===== src/rtl/irqf_pkg.sv =====
package irqf_pkg;

    localparam int REG_W   = 8;
    localparam int BUS_AW  = 2;
    localparam int SER_BIT = 4;

    localparam logic [BUS_AW-1:0] ADDR_EXT = 2'd0;
    localparam logic [BUS_AW-1:0] ADDR_SER = 2'd1;

    typedef enum logic {
        EDGE_FALL = 1'b0,
        EDGE_RISE = 1'b1
    } edge_sel_e;

    typedef struct packed {
        logic              we;
        logic [BUS_AW-1:0] addr;
        logic [REG_W-1:0]  data;
    } bus_wr_t;

    // True when the sampled pair (older, newer) forms the selected transition.
    function automatic logic edge_seen(edge_sel_e sel, logic newer, logic older);
        logic hit;
        case (sel)
            EDGE_RISE: hit = newer & ~older;
            default:   hit = ~newer & older;
        endcase
        return hit;
    endfunction

    // Clear-by-zero write followed by event set; the set has priority.
    function automatic logic [REG_W-1:0] clear_then_set(
        logic [REG_W-1:0] cur, logic do_clear,
        logic [REG_W-1:0] keep_mask, logic [REG_W-1:0] set_mask);
        logic [REG_W-1:0] nxt;
        nxt = do_clear ? (cur & keep_mask) : cur;
        return nxt | set_mask;
    endfunction

endpackage


===== src/rtl/irqf_edge_det.sv =====
module irqf_edge_det
    import irqf_pkg::*;
#(
    parameter int SYNC_STAGES = 2
) (
    input  logic      clk,
    input  logic      rst,
    input  logic      pin_i,
    input  edge_sel_e sel_i,
    output logic      hit_o
);
    localparam int TOP = SYNC_STAGES - 1;

    logic [SYNC_STAGES-1:0] sync_q;
    logic                   prev_q;

    generate
        for (genvar s = 0; s < SYNC_STAGES; s++) begin : g_stage
            if (s == 0) begin : g_first
                always_ff @(posedge clk) begin
                    if (rst) sync_q[s] <= 1'b0;
                    else     sync_q[s] <= pin_i;
                end
            end else begin : g_next
                always_ff @(posedge clk) begin
                    if (rst) sync_q[s] <= 1'b0;
                    else     sync_q[s] <= sync_q[s-1];
                end
            end
        end
    endgenerate

    always_ff @(posedge clk) begin
        if (rst) prev_q <= 1'b0;
        else     prev_q <= sync_q[TOP];
    end

    assign hit_o = edge_seen(sel_i, sync_q[TOP], prev_q);

endmodule


===== src/rtl/irqf_flag_bank.sv =====
module irqf_flag_bank
    import irqf_pkg::*;
#(
    parameter int WIDTH = 8
) (
    input  logic             clk,
    input  logic             rst,
    input  logic [WIDTH-1:0] set_i,
    input  logic             clr_wr_i,
    input  logic [WIDTH-1:0] keep_i,
    output logic [WIDTH-1:0] flags_o
);
    logic [WIDTH-1:0] flags_q;
    logic [REG_W-1:0] cur_w, keep_w, set_w, nxt_w;

    always_comb begin
        cur_w  = '0;
        keep_w = '0;
        set_w  = '0;
        for (int i = 0; i < WIDTH; i++) begin
            cur_w[i]  = flags_q[i];
            keep_w[i] = keep_i[i];
            set_w[i]  = set_i[i];
        end
        nxt_w = clear_then_set(cur_w, clr_wr_i, keep_w, set_w);
    end

    always_ff @(posedge clk) begin
        if (rst) flags_q <= '0;
        else     flags_q <= nxt_w[WIDTH-1:0];
    end

    assign flags_o = flags_q;

endmodule


===== src/rtl/irqf_read_mux.sv =====
module irqf_read_mux
    import irqf_pkg::*;
#(
    parameter int NUM_PINS = 8
) (
    input  logic [BUS_AW-1:0]   addr_i,
    input  logic [NUM_PINS-1:0] ext_flags_i,
    input  logic                ser_flag_i,
    output logic [REG_W-1:0]    rdata_o
);
    always_comb begin
        rdata_o = '0;
        case (addr_i)
            ADDR_EXT: begin
                for (int i = 0; i < NUM_PINS; i++) rdata_o[i] = ext_flags_i[i];
            end
            ADDR_SER: rdata_o[SER_BIT] = ser_flag_i;
            default:  rdata_o = '0;
        endcase
    end

endmodule


===== src/rtl/irqf_ext_flags.sv =====
module irqf_ext_flags
    import irqf_pkg::*;
#(
    parameter int NUM_PINS    = 8,
    parameter int SYNC_STAGES = 2
) (
    input  logic                clk,
    input  logic                rst,
    input  logic [NUM_PINS-1:0] pin_i,
    input  logic [NUM_PINS-1:0] edge_pol_i,
    input  logic [NUM_PINS-1:0] irq_en_i,
    input  logic                ser_done_i,
    input  logic [BUS_AW-1:0]   bus_addr_i,
    input  logic                bus_we_i,
    input  logic [REG_W-1:0]    bus_wdata_i,
    output logic [REG_W-1:0]    bus_rdata_o,
    output logic [NUM_PINS-1:0] ext_flags_o,
    output logic                irq_o
);
    bus_wr_t             wr;
    logic                ext_clr;
    logic                ser_clr;
    logic [NUM_PINS-1:0] edge_hit;
    logic [NUM_PINS-1:0] ext_keep;
    logic [0:0]          ser_flag;

    assign wr      = '{we: bus_we_i, addr: bus_addr_i, data: bus_wdata_i};
    assign ext_clr = wr.we && (wr.addr == ADDR_EXT);
    assign ser_clr = wr.we && (wr.addr == ADDR_SER);
    assign ext_keep = wr.data[NUM_PINS-1:0];

    generate
        for (genvar n = 0; n < NUM_PINS; n++) begin : g_pin
            irqf_edge_det #(
                .SYNC_STAGES(SYNC_STAGES)
            ) det_i (
                .clk  (clk),
                .rst  (rst),
                .pin_i(pin_i[n]),
                .sel_i(edge_sel_e'(edge_pol_i[n])),
                .hit_o(edge_hit[n])
            );
        end
    endgenerate

    irqf_flag_bank #(
        .WIDTH(NUM_PINS)
    ) ext_bank_i (
        .clk     (clk),
        .rst     (rst),
        .set_i   (edge_hit),
        .clr_wr_i(ext_clr),
        .keep_i  (ext_keep),
        .flags_o (ext_flags_o)
    );

    irqf_flag_bank #(
        .WIDTH(1)
    ) ser_bank_i (
        .clk     (clk),
        .rst     (rst),
        .set_i   (ser_done_i),
        .clr_wr_i(ser_clr),
        .keep_i  (wr.data[SER_BIT]),
        .flags_o (ser_flag)
    );

    irqf_read_mux #(
        .NUM_PINS(NUM_PINS)
    ) rmux_i (
        .addr_i     (bus_addr_i),
        .ext_flags_i(ext_flags_o),
        .ser_flag_i (ser_flag[0]),
        .rdata_o    (bus_rdata_o)
    );

    assign irq_o = |(ext_flags_o & irq_en_i);

endmodule


===== config.mk =====
export PLATFORM = sky130hd
export DESIGN_NAME = irqf_ext_flags
export DESIGN_NICKNAME = d
export VERILOG_FILES = /design/src/rtl/irqf_pkg.sv /design/src/rtl/irqf_edge_det.sv /design/src/rtl/irqf_flag_bank.sv /design/src/rtl/irqf_read_mux.sv /design/src/rtl/irqf_ext_flags.sv
export SDC_FILE = /design/constraint.sdc
export NUM_CORES = 1
export LEC_CHECK = 0
export ABC_CLOCK_PERIOD_IN_PS = 2800
export BUFFER_PORTS_ARGS = -buffer_cell sky130_fd_sc_hd__buf_2
export CELL_PAD_IN_SITES_DETAIL_PLACEMENT = 1
export CELL_PAD_IN_SITES_GLOBAL_PLACEMENT = 2
export CORE_ASPECT_RATIO = 2
export CORE_UTILIZATION = 30
export CTS_CLUSTER_SIZE = 14
export DETAILED_ROUTE_END_ITERATION = 7
export PLACE_DENSITY_LB_ADDON = 0.08
export SYNTH_ARGS = -nofsm -noshare
export SYNTH_HDL_FRONTEND = slang
export SYNTH_HIERARCHICAL = 1
export SYNTH_SLANG_ARGS = --single-unit

===== constraint.sdc =====
create_clock -name clk -period 2.8 [get_ports clk]
set_input_delay 0 -clock clk [delete_from_list [all_inputs] [get_ports clk]]
set_output_delay 0 -clock clk [all_outputs]
set_load 0.01 [all_outputs]

# After elaboration in Yosys (flattened, before gate mapping)
# Index checks and enable logic that the tools add are counted.
[totals] ff_bits=33 in_bits=38 output_inout_bits=17 wordCells=81
[classes] n_eq_ne=1 n_mux=13 bitwise=37 reduce_logical=4
[op_table] cell="$and A1 B1 Y1" count=17
[op_table] cell="$and A8 B8 Y8" count=2
[op_table] cell="$not A1 Y1" count=16
[op_table] cell="$mux W1" count=9
[op_table] cell="$mux W8" count=1
[op_table] cell="$or A8 B8 Y8" count=1
[op_table] cell="$reduce_or A8 Y1" count=1
[op_table] cell="$mux W4" count=1
[op_table] cell="$mux W3" count=1
[op_table] cell="$eq A2 B1 Y1 const B" count=1
[op_table] cell="$logic_and A1 B1 Y1" count=2
[op_table] cell="$logic_not A2 Y1" count=1
[op_table] cell="$pmux W1 S2" count=1
[op_table] cell="$or A1 B1 Y1" count=1

# Logic depth before layout (Yosys ltp)
# Gate-level depths: netlist of the first run.
[logic_depth] ltp_word=4 ltp_mapped=4 depth_no_buf=4

# By module
# Netlist of the first run, hierarchy kept.
[modules_own_cells] module="irqf_edge_det" instances=8 cells_each=9 area_each_um2=101.3 seq_area_each_um2=60.1
[modules_own_cells] module="irqf_flag_bank at ext_bank_i" instances=1 cells_each=33 area_each_um2=366.6 seq_area_each_um2=160.2
[modules_own_cells] module="irqf_read_mux" instances=1 cells_each=10 area_each_um2=63.8 seq_area_each_um2=0.0
[modules_own_cells] module="irqf_ext_flags" instances=1 cells_each=7 area_each_um2=52.6 seq_area_each_um2=0.0
[modules_own_cells] module="irqf_flag_bank at ser_bank_i" instances=1 cells_each=4 area_each_um2=40.0 seq_area_each_um2=20.0

# Worst setup path before layout of the first run
# OpenSTA, ideal clock, no wires.
[synth_timing] path_type="register -> register" from="register g_pin[6].det_i.sync_q[1]" to="register ext_bank_i.flags_q[6] (netlist: ext_bank_i/flags_o[6])" setup_ns=0.086 arrival_ns=0.815 t_required_ns=2.714 slack_ns=1.900 stages_incl_launch_ff=5 n_path_buf=0 period_less_slack_ns=0.900 cell_sequence="dfxtp_1 -> nand2b_1 -> o22ai_2 -> nor2_1 -> a211oi_1"
[synth_between] elab_chain_len=4 word_cells_on_any_way=5 classes_between="mux: 1; bitwise: 4"
[synth_lines] element="start, declared" line="irqf_edge_det.sv:14" text="logic [SYNC_STAGES-1:0] sync_q;"
[synth_lines] element="start signal, assigned by index" line="irqf_edge_det.sv:27" text="else sync_q[s] <= sync_q[s-1];"
[synth_lines] element="$not A1 Y1" line="irqf_pkg.sv:26" text="default: hit = ~newer & older;"
[synth_lines] element="$and A1 B1 Y1" line="irqf_pkg.sv:26"
[synth_lines] element="$mux W1 *" line="irqf_pkg.sv:24" text="case (sel)"
[synth_lines] element="via edge_hit[6]" line="irqf_ext_flags.sv:23" text="logic [NUM_PINS-1:0] edge_hit;"
[synth_lines] element="$or A8 B8 Y8 *" line="irqf_pkg.sv:37" text="return nxt | set_mask;"
[synth_lines] element="end signal, assigned" line="irqf_flag_bank.sv:30" text="else flags_q <= nxt_w[WIDTH-1:0];"
[synth_lines] element="end, declared" line="irqf_flag_bank.sv:13" text="logic [WIDTH-1:0] flags_q;"
# Mark *: on every way through the listed nets, which the timed path passes. The rest lies on a longest branch.
# A chain may end at the register's enable or synchronous reset.

# Worst setup path after layout of the first run
[layout_timing] from="register ext_bank_i.flags_q[3] (netlist: ext_bank_i/flags_o[3])" to="output port irq_o"
[layout_between] elab_chain_len=2
[layout_lines] element="$and A8 B8 Y8" line="irqf_ext_flags.sv:77" text="assign irq_o = |(ext_flags_o & irq_en_i);"
[layout_lines] element="$reduce_or A8 Y1" line="irqf_ext_flags.sv:77"
[layout_lines] element="end, declared" line="irqf_ext_flags.sv:18" text="output logic irq_o"
# Every way passes these cells.

==> results of run 1 <==
-- worst max-delay path: cells and delay by family, from the launching register on --
kind            cells  cell delay [ns]
flops               1             0.35
compound gates      1             0.20
buf+inv             1             0.15
simple gates        1             0.10
-- worst max-delay path by stage --
stage / cells past startpoint / slack [ns] / end
after floorplan: 4 / 1.90 / ext_bank_i/flags_o[6]
after global placement: 4 / 1.59 / ext_bank_i/flags_o[1]
after detailed placement: 4 / 1.52 / ext_bank_i/flags_o[4]
after CTS: 3 / 1.70 / irq_o
after global routing: 3 / 1.64 / irq_o
final: 3 / 1.73 / irq_o
-- power breakdown --
part | internal [mW] | switching, mW | leakage (nW) | total [mW]
clock | 0.195 | 0.158 | 0.0443 | 0.352
combinational | 0.0590 | 0.0505 | 0.481 | 0.109
sequential | 0.490 | 0.0121 | 0.271 | 0.502
total | 0.744 | 0.220 | 0.796 | 0.964
-- what timing repair did --
item,in CTS,in global routing
endpoints found under the hold margin,8,0
hold buffers,8,0
setup endpoints to repair,0,0
-- through the flow --
stage	instances	setup slack [ns]	util [%]	hold WS, ns
finish	248	1.729	42.60	0.01377
floorplan	126	1.900	-	0.04753
global placement	233	1.593	38.73	0.2094
CTS	248	1.705	42.60	0.006833
detailed placement	233	1.517	38.73	0.2147
global route	248	1.640	42.60	0.02071
-- registers in the layout (all words and copies together), names as in the netlist --
name	count
g_pin.det_i/sync_q	16
ext_bank_i/flags_o	8
g_pin.det_i/prev_q	8
ser_bank_i/flags_o	1
-- metal layers --
layer / GRT usage, % / share of wire [%] / up-vias
met5: 0 / 0 / -
met4: 9.559 / 2.7 / 0
met3: 3.318 / 7.1 / 6
met2: 25.91 / 52 / 52
met1: 14.51 / 39 / 532
li1: - / - / 561
-- layout by cell type (no fill, tap or decap), drive strengths merged --
cell,Yosys,final
o22ai,8,8
nand2b,8,8
a22oi,4,4
a211oi,2,2
nor2,13,13
nand2,8,8
and3b,1,1
nand4,1,1
nor2b,24,24
dfxtp,33,33
dlygate4sd3,0,8
and2,7,7
nor3b,8,8
nor3,7,7
buf,1,54
clkbuf,0,7
mux2i,1,1
-- area by class of cell --
class	instances	area (um2)	share of cell area, %
flip-flops and latches	33	660.6	36.09
repair buffers	62	350.3	19.14
multi-input cells	92	665.6	36.36
well taps	54	67.56	3.691
clock buffers	7	86.33	4.716
-- cell families after synthesis --
logic type             count (synthesis)
buffers and inverters                  1
muxes                                  1
and+or+nand+nor                       77
AOI/OAI and AO/OA                     14
DFF                                   33
==> results.ini, run 1 <==
[synth]
async_flop_share_pct=0
ys_seq_elements=33
synth.area.mux_share_pct=0.7505
synth_compound_area_share_pct=11.26
synth_commonest_cells=dfxtp_1 (33), nor2b_1 (24), nor2_1 (12)
synthesis.area_um2=1334
synth_top_family_by_area=simple AND/OR/NAND/NOR gates
synth_top_area_share_pct=49.53
ys_types=18
netlist_top_cells_area=dfxtp_1 (50%), nor2b_1 (11%), o22ai_2 (7.5%)
ys_seq_area_share_pct=49.53
synth.avg_cell_area_um2=10.59
syn_nets=164
synth_most_common_cell=dfxtp_1
synth_adder_area_share_pct=0
synth_flop_cell=dfxtp_1
yosys.area_share.simple_pct=37.90
netlist_instances=126
synth_edf_count=0
ys_warn_count=6
post-synth-top-area-cell=dfxtp_1
synth-xor-area-share_pct=0

[clocking]
cts-root-buf=clkbuf_8
clock_sink_count=33
cts_buffers=5
cts_setup_buffers=0
cts.path.max_buffers=2
cts_max_level=2
cts_tree=yes
ctsResizeCount=0
clkTransAtPathRegs_ns=0.07
clk-insertion-delay-late_ns=0.27

[routing]
vias=1151
drt_pass1_iterations=4
initialDrtViolationCount=5
viasPerCell=4.641
drc=0
drt_wl_total_um=3048
wl_per_cell_um=12.29
drtAntennaViolNets=0

[timing]
worst_slew_pin_slew_ns=0.6785
relSlewSlack_pct=54.67
setup_viol=0
hold_viol=0
period_needed_ns=1.071
tns_ns=0
min_period_over_period_pct=38.24
max_freq_ghz=0.9339
slew_violations=0
rsz0062_at_grt=no
clock_skew_ns=0.002421

[floorplanning]
row_count=34
start_util_pct=31.04
io_pins=55
die_x_um=49.15
dieArea_um2=4733
die_h_um=96.30
core_area_um2=4297

[placed_design]
gp_congestion=0.6675
dpl_cell_area_um2=1664
dpl.hpwl_um=2318
portBuffers=54

[min_path]
hp-class=input pin to register
hp-start=bus_wdata_i[7]
hold-path-cell-count=3
hold-path-endpoint=ext_bank_i/flags_o[7]

[layout]
antenna_cells=0
nets=232
nFillCells=506
design_area_um2=1831
area_growth_pct=37.24
drive_above_1_share_pct=43.30

[global_route]
grt_pass1_vias=1149
grt_usage_pct=14.40
grt_max_degree=34
gr-total-overflow=0
antenna_found_initial=0
grt_pass1_wl_um=5037

[worst_setup_path]
r2r-end=ext_bank_i/flags_o[6]
crit_path_start_kind=register
criticalPathCategory=register to output port
r2r_start=g_pin[6].det_i/sync_q[1]
r2r_slack_ns=1.79
arrival_ns=1.07
critPathLaunch=ext_bank_i/flags_o[3]
cp_slowest_cell=dfxtp_1
cp_cell_sequence=a22oi_1 > nand4_1 > buf_2
cp-end-kind=output port
path_max_fanout=4
slowest_delay_ns=0.35
rr_worst_depth=4
required_ns=2.80

[job]
maxCapViolCount=0

[power_and_ir_drop]
power_mw=0.9642
p_leak_nw=0.7960
p_per_area_nw_per_um2=526.7
peakVddDrop_uv=384.0

[outcome]
run_status=complete, no violations

Note: power is estimated with default switching activity, not from simulation.
==> run 2, diff against run 1 <==
--- a/config.mk
+++ b/config.mk
@@ -5,12 +5,12 @@
 export SDC_FILE = /design/constraint.sdc
 export NUM_CORES = 1
 export LEC_CHECK = 0
-export ABC_CLOCK_PERIOD_IN_PS = 2800
+export ABC_CLOCK_PERIOD_IN_PS = 1000
 export BUFFER_PORTS_ARGS = -buffer_cell sky130_fd_sc_hd__buf_2
 export CELL_PAD_IN_SITES_DETAIL_PLACEMENT = 1
 export CELL_PAD_IN_SITES_GLOBAL_PLACEMENT = 2
 export CORE_ASPECT_RATIO = 2
-export CORE_UTILIZATION = 30
+export CORE_UTILIZATION = 27
 export CTS_CLUSTER_SIZE = 14
 export DETAILED_ROUTE_END_ITERATION = 7
 export PLACE_DENSITY_LB_ADDON = 0.08
==> constraint.sdc (replaced) <==
create_clock -name clk -period 1 [get_ports clk]
set_input_delay 0 -clock clk [delete_from_list [all_inputs] [get_ports clk]]
set_output_delay 0 -clock clk [all_outputs]
set_load 0.01 [all_outputs]
==> run 2 against run 1 <==
The flow now finishes with violations (negative hold slack, negative setup slack). Via count down 1.1%. Sequential power rose to 2.8 times the previous value. Clock power rose to 2.7 times the previous value. Core utilization down 0.89 points. Non-clock buffer count up 4. Routed wire length up 1.3%. Critical endpoint unchanged. Largest cell class unchanged. Largest power group unchanged.
==> results.ini, run 2 (synthesis results as in run 1) <==
[worst_setup_path]
arrival_ns=1.04
path_max_fanout=2
required_ns=1.00
r2r-end=ext_bank_i/flags_o[1]
r2r_start=g_pin[1].det_i/sync_q[1]
criticalPathCategory=register to output port
r2r_slack_ns=0.05
cp-end-kind=output port
crit_path_start_kind=register
rr_worst_depth=4

[power_and_ir_drop]
p_leak_nw=0.8330
power_frac_comb_pct=12.7
power.internal_mw=2.113
pwr-share-clk_pct=35.4
seqPwrFrac_pct=51.9
p_per_area_nw_per_um2=1393
p_sw_share_pct=22.41
peakVddDrop_uv=1371
power_mw=2.723
p_sw_mw=0.6101

[timing]
worst_slack_ns=-0.04148
tns_ns=-0.04148
clock_skew_ns=0.002787
whs_ns=-0.005471
setup_viol=1
max_freq_ghz=0.9602
relSlewSlack_pct=80.16
rsz0062_at_grt=yes
slew_violations=0
worst_slew_pin_slew_ns=0.2973
hold_viol=1
min_period_over_period_pct=104.1
period_needed_ns=1.041

[layout]
final_common_cell=buf_2
largest_register=g_pin.det_i/sync_q
area_growth_pct=46.53
final_cell_mix=buf_2 (53), nor2b_1 (24), dfxtp_1 (23)
drive_above_1_share_pct=54.04
antenna_cells=0
nets=236
largest_register_ffs=16
final_util_pct=41.71

[routing]
drc=0
wl_per_cell_um=12.21
vias=1138
initialDrtViolationCount=4
drtAntennaViolNets=0
viasPerCell=4.498
drt_pass1_iterations=4
drt_wl_total_um=3088

[clocking]
clock_sink_count=33
cts_max_level=2
cts.path.max_buffers=2
clkTransAtPathRegs_ns=0.06
cts-root-buf=clkbuf_8
cts_tree=yes
clk-insertion-delay-late_ns=0.27
cts_buffers=5
cts_setup_buffers=0

[outcome]
violations=negative hold slack, negative setup slack
run_status=finished with violations

[floorplanning]
row_count=35
core_area_um2=4686
start_util_pct=28.46
dieArea_um2=5242
die_h_um=101.4
io_pins=55
die_x_um=51.70

[min_path]
hold-path-endpoint=ext_bank_i/flags_o[0]
hp-start=bus_wdata_i[0]
hold-path-cell-count=3
hp-class=input pin to register

[global_route]
antenna_found_initial=0
gr-total-overflow=0
grt_pass1_vias=1141
grt_max_degree=23
grt_usage_pct=12.85
grt_pass1_wl_um=4905

[placed_design]
portBuffers=54
dpl.hpwl_um=2315
gp_congestion=0.6414

[job]
maxCapViolCount=0

==> run 2: per-layer routing <==
metal	wire (um)	global-route usage [%]	share of wire (%)	vias to the layer above
met2	1513	21.18	49	48
met3	245	3.153	7.9	5
met4	78	7.484	2.5	0
met1	1251	14.64	41	516
li1	-	-	-	569
met5	0	0	0	-
==> run 2: worst max-delay path by stage <==
| stage | cells past startpoint | to | from |
|---|---|---|---|
| 3_5_place_dp | 4 | ext_bank_i/flags_o[6] | g_pin[6].det_i/sync_q[1] |
| 6_report | 3 | irq_o | ext_bank_i/flags_o[1] |
| 2_1_floorplan | 4 | ext_bank_i/flags_o[6] | g_pin[6].det_i/sync_q[1] |
| 3_3_place_gp | 5 | ext_bank_i/flags_o[0] | bus_addr_i[0] |
| 4_1_cts | 3 | irq_o | ext_bank_i/flags_o[1] |
| 5_1_grt | 3 | irq_o | ext_bank_i/flags_o[1] |
==> run 2: worst max-delay path, cell delays in order, from the launching register on <==
cell and delay [ns]:
dfxtp_2 0.33, a22oi_2 0.19, nand4_1 0.10, buf_2 0.15
==> run 2: area by class of cell <==
class | instances | area, um2
clock buffer | 7 | 86.33
timing repair buffer | 66 | 402.9
tap | 55 | 68.82
multi-input combinational | 92 | 723.2
sequential | 33 | 673.1
fill | 560 | 2731
==> run 2: power by group through the flow <==
stage          sequential (mW)  clock (mW)  combinational [mW]
6_report                  1.41       0.963               0.347
5_1_grt                   1.42        1.07               0.386
4_1_cts                   1.41        1.04               0.336
3_5_place_dp              1.43           0               0.307
3_3_place_gp              1.43           0               0.299
2_1_floorplan             1.43           0               0.135
==> run 2: what timing repair did <==
| action | CTS | global route |
|---|---|---|
| gates cloned | 0 | 0 |
| hold buffers | 8 | 0 |
| gates resized for setup | 4 | 19 |
| pin swaps | 6 | 9 |
| hold endpoints to repair | 8 | 0 |
| setup endpoints to repair | 3 | 7 |
==> run 2: metrics by stage <==
step                      cells  setup slack, ns  cell area [um2]  hold slack [ns]
after floorplan             126          0.09970             1334          0.04753
after global placement      238          0.06257             1708           0.2064
after detailed placement    238          0.01675             1708           0.2159
after CTS                   253         -0.06576             1887          0.01256
after global routing        253         -0.09594             1954         0.007531
final                       253         -0.04148             1954        -0.005471
